## src/rtl/split_tmr_pkg.sv

```systemverilog
package split_tmr_pkg;
  localparam int unsigned CNT_W   = 8;
  localparam int unsigned PRE_DIV = 12;
  localparam int unsigned EXT_DIV = 8;

  typedef enum logic [1:0] {SRC_SYS, SRC_PRE, SRC_EXT} tick_src_e;

  function automatic tick_src_e pick_src(input logic fast, input logic ext_sel);
    if (fast) return SRC_SYS;
    return ext_sel ? SRC_EXT : SRC_PRE;
  endfunction
endpackage

```

## src/rtl/split_tmr_prescale.sv

```systemverilog
module split_tmr_prescale #(
  parameter int unsigned DIV = 12
) (
  input  logic clk_i,
  input  logic rst_ni,
  output logic tick_o
);
  localparam int unsigned PW = (DIV > 1) ? $clog2(DIV) : 1;
  logic [PW-1:0] cnt_q;

  assign tick_o = (cnt_q == PW'(DIV - 1));

  always_ff @(posedge clk_i or negedge rst_ni) begin
    if (!rst_ni)     cnt_q <= '0;
    else if (tick_o) cnt_q <= '0;
    else             cnt_q <= cnt_q + PW'(1);
  end
endmodule

```

## src/rtl/split_tmr_ext_tick.sv

```systemverilog
module split_tmr_ext_tick #(
  parameter int unsigned DIV = 8
) (
  input  logic clk_i,
  input  logic rst_ni,
  input  logic ext_clk_i,
  output logic tick_o
);
  localparam int unsigned EW = (DIV > 1) ? $clog2(DIV) : 1;
  logic          s1_q, s2_q, s3_q;
  logic          rise;
  logic [EW-1:0] edge_cnt_q;

  assign rise   = s2_q & ~s3_q;
  assign tick_o = rise & (edge_cnt_q == EW'(DIV - 1));

  always_ff @(posedge clk_i or negedge rst_ni) begin
    if (!rst_ni) begin
      s1_q <= 1'b0;
      s2_q <= 1'b0;
      s3_q <= 1'b0;
    end else begin
      s1_q <= ext_clk_i;
      s2_q <= s1_q;
      s3_q <= s2_q;
    end
  end

  always_ff @(posedge clk_i or negedge rst_ni) begin
    if (!rst_ni)     edge_cnt_q <= '0;
    else if (tick_o) edge_cnt_q <= '0;
    else if (rise)   edge_cnt_q <= edge_cnt_q + EW'(1);
  end
endmodule

```

## src/rtl/split_tmr_half.sv

```systemverilog
module split_tmr_half #(
  parameter int unsigned W = 8
) (
  input  logic         clk_i,
  input  logic         rst_ni,
  input  logic         tick_i,
  input  logic [W-1:0] reload_i,
  output logic [W-1:0] cnt_o,
  output logic         ovf_o
);
  logic [W-1:0] cnt_q;

  assign cnt_o = cnt_q;
  assign ovf_o = tick_i & (&cnt_q);

  always_ff @(posedge clk_i or negedge rst_ni) begin
    if (!rst_ni)     cnt_q <= '0;
    else if (ovf_o)  cnt_q <= reload_i;
    else if (tick_i) cnt_q <= cnt_q + W'(1);
  end
endmodule

```

## src/rtl/split_tmr.sv

```systemverilog
module split_tmr
  import split_tmr_pkg::*;
#(
  parameter int unsigned W     = CNT_W,
  parameter int unsigned P_DIV = PRE_DIV,
  parameter int unsigned X_DIV = EXT_DIV
) (
  input  logic         clk_i,
  input  logic         rst_ni,
  input  logic         ext_clk_i,
  input  logic         run_i,
  input  logic         hi_fast_i,
  input  logic         lo_fast_i,
  input  logic         ext_sel_i,
  input  logic [W-1:0] hi_reload_i,
  input  logic [W-1:0] lo_reload_i,
  input  logic         irq_en_i,
  input  logic         lo_irq_en_i,
  input  logic         hi_flag_clr_i,
  input  logic         lo_flag_clr_i,
  output logic [W-1:0] hi_cnt_o,
  output logic [W-1:0] lo_cnt_o,
  output logic         hi_flag_o,
  output logic         lo_flag_o,
  output logic         irq_o
);
  localparam int unsigned NH = 2;  // index 0 = low, 1 = high

  logic         pre_tick, ext_tick;
  logic [NH-1:0] fast, gate, clr, ovf, flag_q;
  logic [W-1:0]  rl [NH];
  logic [W-1:0]  cnt [NH];

  split_tmr_prescale #(.DIV(P_DIV)) u_pre (
    .clk_i (clk_i), .rst_ni(rst_ni), .tick_o(pre_tick)
  );

  split_tmr_ext_tick #(.DIV(X_DIV)) u_ext (
    .clk_i (clk_i), .rst_ni(rst_ni), .ext_clk_i(ext_clk_i), .tick_o(ext_tick)
  );

  assign fast = {hi_fast_i, lo_fast_i};
  assign gate = {run_i, 1'b1};
  assign clr  = {hi_flag_clr_i, lo_flag_clr_i};
  assign rl[0] = lo_reload_i;
  assign rl[1] = hi_reload_i;

  for (genvar i = 0; i < NH; i++) begin : g_half
    tick_src_e src;
    logic      tick;

    assign src = pick_src(fast[i], ext_sel_i);

    always_comb begin
      unique case (src)
        SRC_SYS: tick = 1'b1;
        SRC_PRE: tick = pre_tick;
        SRC_EXT: tick = ext_tick;
        default: tick = 1'b0;
      endcase
      tick = tick & gate[i];
    end

    split_tmr_half #(.W(W)) u_half (
      .clk_i   (clk_i),
      .rst_ni  (rst_ni),
      .tick_i  (tick),
      .reload_i(rl[i]),
      .cnt_o   (cnt[i]),
      .ovf_o   (ovf[i])
    );

    // set has priority over a coinciding clear
    always_ff @(posedge clk_i or negedge rst_ni) begin
      if (!rst_ni)     flag_q[i] <= 1'b0;
      else if (ovf[i]) flag_q[i] <= 1'b1;
      else if (clr[i]) flag_q[i] <= 1'b0;
    end
  end

  assign lo_cnt_o  = cnt[0];
  assign hi_cnt_o  = cnt[1];
  assign lo_flag_o = flag_q[0];
  assign hi_flag_o = flag_q[1];
  assign irq_o     = irq_en_i & (flag_q[1] | (lo_irq_en_i & flag_q[0]));
endmodule

```

## config.mk

```make
export PLATFORM = sky130hd
export DESIGN_NAME = split_tmr
export DESIGN_NICKNAME = d
export VERILOG_FILES = /design/src/rtl/split_tmr_pkg.sv /design/src/rtl/split_tmr_prescale.sv /design/src/rtl/split_tmr_ext_tick.sv /design/src/rtl/split_tmr_half.sv /design/src/rtl/split_tmr.sv
export SDC_FILE = /design/constraint.sdc
export NUM_CORES = 1
export LEC_CHECK = 0
export CORE_MARGIN = 2
export CORE_UTILIZATION = 44
export DETAILED_ROUTE_END_ITERATION = 7
export PLACE_DENSITY = 0.75
export SYNTH_ARGS = -nofsm -noshare
export SYNTH_HDL_FRONTEND = slang
export SYNTH_SLANG_ARGS = --single-unit
export TNS_END_PERCENT = 20
```

## constraint.sdc

```tcl
create_clock -name clk_i -period 3.1 [get_ports clk_i]
set_input_delay 0.62 -clock clk_i [delete_from_list [all_inputs] [get_ports clk_i]]
set_output_delay 0.62 -clock clk_i [all_outputs]
set_load 0.02 [all_outputs]
```

-- Word level (Yosys, flattened, before mapping)
Index checks and enable logic that the tools add are counted.
W data, S select, Z words.
- bitwise logic cells: 9
- reductions and logical operators: 9
- $add $sub $neg: 4
- muxes and demuxes: 20
- eq/ne operators: 6
- operators with widths (cell ; count):
    $mux W8 ; 4
    $add A8 B1 Y8 const B ; 2
    $reduce_and A8 Y1 ; 2
    $mux W2 ; 5
    $reduce_bool A2 Y1 ; 5
    $and A1 B1 Y1 ; 7
    $mux W1 ; 6
    $mux W3 ; 2
    $pmux W1 S3 ; 2
    $add A4 B1 Y4 const B ; 1
    $eq A2 B1 Y1 const B ; 2
    $eq A2 B2 Y1 const B ; 2
    $eq A4 B4 Y1 const B ; 1
    $logic_not A2 Y1 ; 2
    $mux W4 ; 1
    $add A3 B1 Y3 const B ; 1
    $eq A3 B3 Y1 const B ; 1
    $not A1 Y1 ; 1
    $or A1 B1 Y1 ; 1
- output and inout port bits: 19
- flip-flop bits (word level): 28

-- Depth between registers and ports, before layout
- word-level depth: 7
- mapped depth: 8
- mapped depth without buffers: 6

-- Hierarchy
Synthesis repeated with hierarchy kept, for this count alone.
- cells, all modules: 148
- area, all modules: 1581.5 um2
- by module, submodules not included (module ; area each (um2) ; instances ; cells each):
    split_tmr_half (g_half[0].u_half) ; 549.3 ; 1 ; 61
    split_tmr_half (g_half[1].u_half) ; 485.5 ; 1 ; 46
    split_tmr_ext_tick ; 251.5 ; 1 ; 15
    split_tmr_prescale ; 180.2 ; 1 ; 14
    split_tmr ; 115.1 ; 1 ; 12

-- Worst setup path before layout
Ideal clock, no wire load.
- kind: flip-flop to flip-flop
- from: register u_ext.edge_cnt_q[0]
- to: register g_half[0].u_half.cnt_q[4]
- path slack: 1.100 ns
- path buffers: 1
- required time: 2.975 ns
- stages on the path, launching flop included: 8
- data arrival time: 1.876 ns
- period minus slack after synthesis: 2.000 ns
- path through: dfrtp_1 -> ha_1 -> ha_1 -> and4b_1 -> or3_1 -> buf_2 -> nand4_1 -> mux2_2
- word-level cells in the longest chain between the ends: 5
- ends and longest elaborated chain (item ; RTL line ; RTL):
    from (decl) ; split_tmr_ext_tick.sv:12 ; logic [EW-1:0] edge_cnt_q;
    from (signal assigned) ; split_tmr_ext_tick.sv:32 ; else if (rise) edge_cnt_q <= edge_cnt_q + EW'(1);
    $eq A3 B3 Y1 (*) ; split_tmr_ext_tick.sv:15 ; assign tick_o = rise & (edge_cnt_q == EW'(DIV - 1));
    $and A1 B1 Y1 (*) ; split_tmr_ext_tick.sv:15 ;
    $pmux W1 S3 (*) ; split_tmr.sv:55 ; unique case (src)
    $and A1 B1 Y1 ; split_tmr_half.sv:14 ; assign ovf_o = tick_i & (&cnt_q);
    $mux W8 or $reduce_bool A2 Y1 (tied branches) ; -- ;
    to (signal assigned) ; split_tmr_half.sv:18 ; else if (ovf_o) cnt_q <= reload_i;
    to (signal assigned) ; split_tmr_half.sv:19 ; else if (tick_i) cnt_q <= cnt_q + W'(1);
    to (decl) ; split_tmr_half.sv:11 ; logic [W-1:0] cnt_q;
Every way passes the cells marked *; elsewhere a longest branch is shown, timed or not.
A chain may end at the register's enable or synchronous reset.

-- Worst setup path after layout
- from: input port lo_irq_en_i
- to: output port irq_o
- word-level cells in the longest chain between the ends: 3
- ends and longest elaborated chain (item ; RTL line ; RTL):
    from (decl) ; split_tmr.sv:18 ; input logic lo_irq_en_i,
    $and A1 B1 Y1 ; split_tmr.sv:85 ; assign irq_o = irq_en_i & (flag_q[1] | (lo_irq_en_i & flag_q[0]));
    $or A1 B1 Y1 ; split_tmr.sv:85 ;
    $and A1 B1 Y1 ; split_tmr.sv:85 ;
    to (decl) ; split_tmr.sv:25 ; output logic irq_o
No other way between the ends.

==> impl_metrics.csv <==
group,metric,value,unit
global_route,grt_pass1_vias,1219,
global_route,antenna_found_initial,0,
worst_setup_path,timing.rr.end,"g_half[0].u_half.cnt_o[4]",
place,place.gp.congestion,0.902,
worst_setup_path,path_depth,4,
logic_synthesis,synth-edff-count,0,
detailed_routing,drt-initial-drc-count,63,
logic_synthesis,synth_top_area_share,0.482,
global_route,met2_usage,0.316,
logic_synthesis,synth_area_leader_cell,"dfrtp_1",
sta,final_hold_viol_count,0,
global_route,track_usage,0.186,
global_route,busiest_layer,"met2",
cells_and_area,seqCellArea,701,um^2
place,hpwlAfterDp,2.47,mm
logic_synthesis,synth.area.top_cells,"dfrtp_1 (48%), a21oi_1 (5.2%), ha_1 (4.3%), nand2_1 (3.9%), mux2i_1 (3.4%)",
sta,tns,0,ns
cells_and_area,multi_input_area,699,um^2
detailed_routing,routedWlPerCell,14.1,um
sta,setup_viol,0,
logic_synthesis,syn-num-nets,173,
detailed_routing,via_count,1289,
min_path,min_path_type,"register to register",
detailed_routing,final_antenna_net_count,0,
sta,relSlewSlack,0.681,
power,powerDensity,682,mW/mm^2
worst_setup_path,crit_path_max_fanout,1,
sta,post-route-min-period,2.47,ns
detailed_routing,postRouteWirelength,3.25,mm
worst_setup_path,ff2ff_setup_slack,0.80,ns
clocking,cts.repair.resized,0,
floorplan,io_pins,46,
power,finalPower,0.00134,W
worst_setup_path,cp_cell_sequence,"clkdlybuf4s50_1 > a21oi_1 > nor2b_1 > clkdlybuf4s50_1",
detailed_routing,drc,0,
logic_synthesis,synth-main-ff-cell,"dfrtp_1",
detailed_routing,viasPerCell,5.58,
worst_setup_path,critical-path-slowest-cell,"clkdlybuf4s50_1",
worst_setup_path,cp.arrival,1.85,ns
logic_synthesis,synth-seq-cells,28,
worst_setup_path,cp.required,2.48,ns
worst_setup_path,critical_path_buf_inv_count,2,
clocking,hold_buffers,0,
place,placed_cells,228,
floorplan,initial_core_util,0.469,
worst_setup_path,path_class,"input port to output port",
sta,drv_slew,0,
logic_synthesis,syn_inst,141,
logic_synthesis,synth_warnings,0,
worst_setup_path,timing.rr.start,"u_ext.edge_cnt_q[0]",
logic_synthesis,synth_area,0.00145,mm^2
worst_setup_path,crit_path_start_kind,"input port",
clocking,cts_sinks,28,
detailed_routing,drtPass1Iterations,4,
place,place_area,0.00194,mm^2
floorplan,core_area,0.00310,mm^2
sta,finalCritPeriodShare,0.798,
sta,rsz0062_at_grt,"false",
outcome,status,"complete, no violations",
floorplan,die_y,61.5,um
logic_synthesis,async_flop_share,1.00,
cells_and_area,syn_to_final_growth,34.9,%
worst_setup_path,cp_top_family,"buffers and inverters",
global_route,met1_usage,0.235,
clocking,cts_setup_buffers,0,
min_path,hold_depth,0,
floorplan,core.rowCount,20,
sta,final.setup_skew,0.00274,ns
power,peakVddDrop,345,uV
logic_synthesis,avgSynthCellArea,10.3,um^2
clocking,cts_root_buf,"clkbuf_4",
worst_setup_path,rr_worst_depth,6,
worst_setup_path,crit_top_cell,"clkdlybuf4s50_1",
floorplan,die-area,0.00378,mm^2
cells_and_area,antennaDiodeCount,0,
cells_and_area,fill_cells,275,
clocking,cts_buffer_depth,2,
sta,worstMarginPinSlew,0.479,ns
min_path,hp-start,"u_ext.s1_q",
min_path,hold_end,"u_ext.s2_q",
cells_and_area,final_common_cell,"clkdlybuf4s50_1",
place,io_buffers,45,
global_route,use_met3,0.0399,
worst_setup_path,cpPeakStageDelay,0.61,ns
cells_and_area,layout.cell_area.non_filler,0.00196,mm^2
cells_and_area,fin_util,0.632,
floorplan,die-width,61.5,um
worst_setup_path,setup.worst_path.end_class,"output port",
cells_and_area,drive_gt1_frac,0.0749,
cells_and_area,final_cell_mix,"clkdlybuf4s50_1 (45), dfrtp_1 (28), nand2_1 (15), a21oi_1 (15)",
cells_and_area,layout.cells.non_filler,231,
sta,fmax,404,MHz
clocking,clock_latency,0.31,ns
clocking,cts_tree,"yes",
clocking,clkTransAtPathRegs,0.13,ns
global_route,grt_max_degree,29,
power,p_leak,0.820,nW
global_route,grt_overflow_total,0,
clocking,htreeDepth,1,
run,max_cap_violations,0,
global_route,grt_pass1_wl,5.26,mm
clocking,numCtsBuffers,3,
logic_synthesis,ys_types,35,
logic_synthesis,yosysSeqAreaShare,0.482,
cells_and_area,nets,221,
[logic make-up after synthesis]
| family | share of synthesized area |
|---|---|
| buf+inv | 0.0370 |
| xor+xnor | 0.00603 |
| compound gates | 0.199 |
| fa+ha+maj | 0.0430 |
| mux | 0.0577 |
| simple gates | 0.176 |
| flops | 0.482 |
[synthesized netlist by cell type (4+ instances only)]
library cell / n
a21oi_1: 15
a31oi_1: 7
dfrtp_1: 28
ha_1: 5
inv_1: 7
mux2i_1: 5
nand2_1: 15
nand2b_1: 4
nand4_1: 4
nor2_1: 7
o21ai_0: 5
[where the power goes]
group | leakage [nW] | internal, W | switching (W)
combinational | 0.462 | 0.000299 | 0.000284
sequential | 0.344 | 0.000467 | 0.000145
clock | 0.0138 | 0.0000455 | 0.0000971
[layout make-up]
| class | instances | share of cell area |
|---|---|---|
| clock buffers | 3 | 0.0115 |
| multi-input cells | 103 | 0.357 |
| well taps | 44 | 0.0281 |
| flip-flops and latches | 28 | 0.357 |
| inverters | 7 | 0.0134 |
| repair buffers | 46 | 0.233 |
[registers in the layout, indices dropped and copies added (netlist names)]
name and cells:
u_ext.edge_cnt_q 3, u_ext.s3_q 1, g_half.u_half.cnt_o 16, u_pre.cnt_q 4, lo_flag_o 1, hi_flag_o 1, u_ext.s1_q 1, u_ext.s2_q 1
[per-layer routing]
| layer | wire, um | vias to the layer above | share of wire |
|---|---|---|---|
| met3 | 243 | 6 | 0.075 |
| met4 | 29 | 0 | 0.0089 |
| met1 | 1390 | 609 | 0.43 |
| li1 | - | 623 | - |
| met2 | 1590 | 51 | 0.49 |
| met5 | 0 | - | 0 |
[per-stage QoR]
| step | hold WS (ns) | setup WS [ns] |
|---|---|---|
| floorplan | 0.324 | 1.10 |
| global placement | 0.333 | 0.639 |
| detailed placement | 0.343 | 0.581 |
| CTS | 0.374 | 0.619 |
| global route | 0.379 | 0.590 |
| finish | 0.375 | 0.625 |
[worst max path at each step]
stage                              from                        end  slack (ns)
finish                      lo_irq_en_i                      irq_o        0.63
global route                lo_irq_en_i                      irq_o        0.59
CTS                         lo_irq_en_i                      irq_o        0.62
detailed placement            ext_sel_i  g_half[0].u_half.cnt_o[4]        0.58
global placement              ext_sel_i  g_half[0].u_half.cnt_o[4]        0.64
floorplan           u_ext.edge_cnt_q[0]  g_half[0].u_half.cnt_o[4]        1.10
Note: power is estimated with default switching activity, not from simulation.
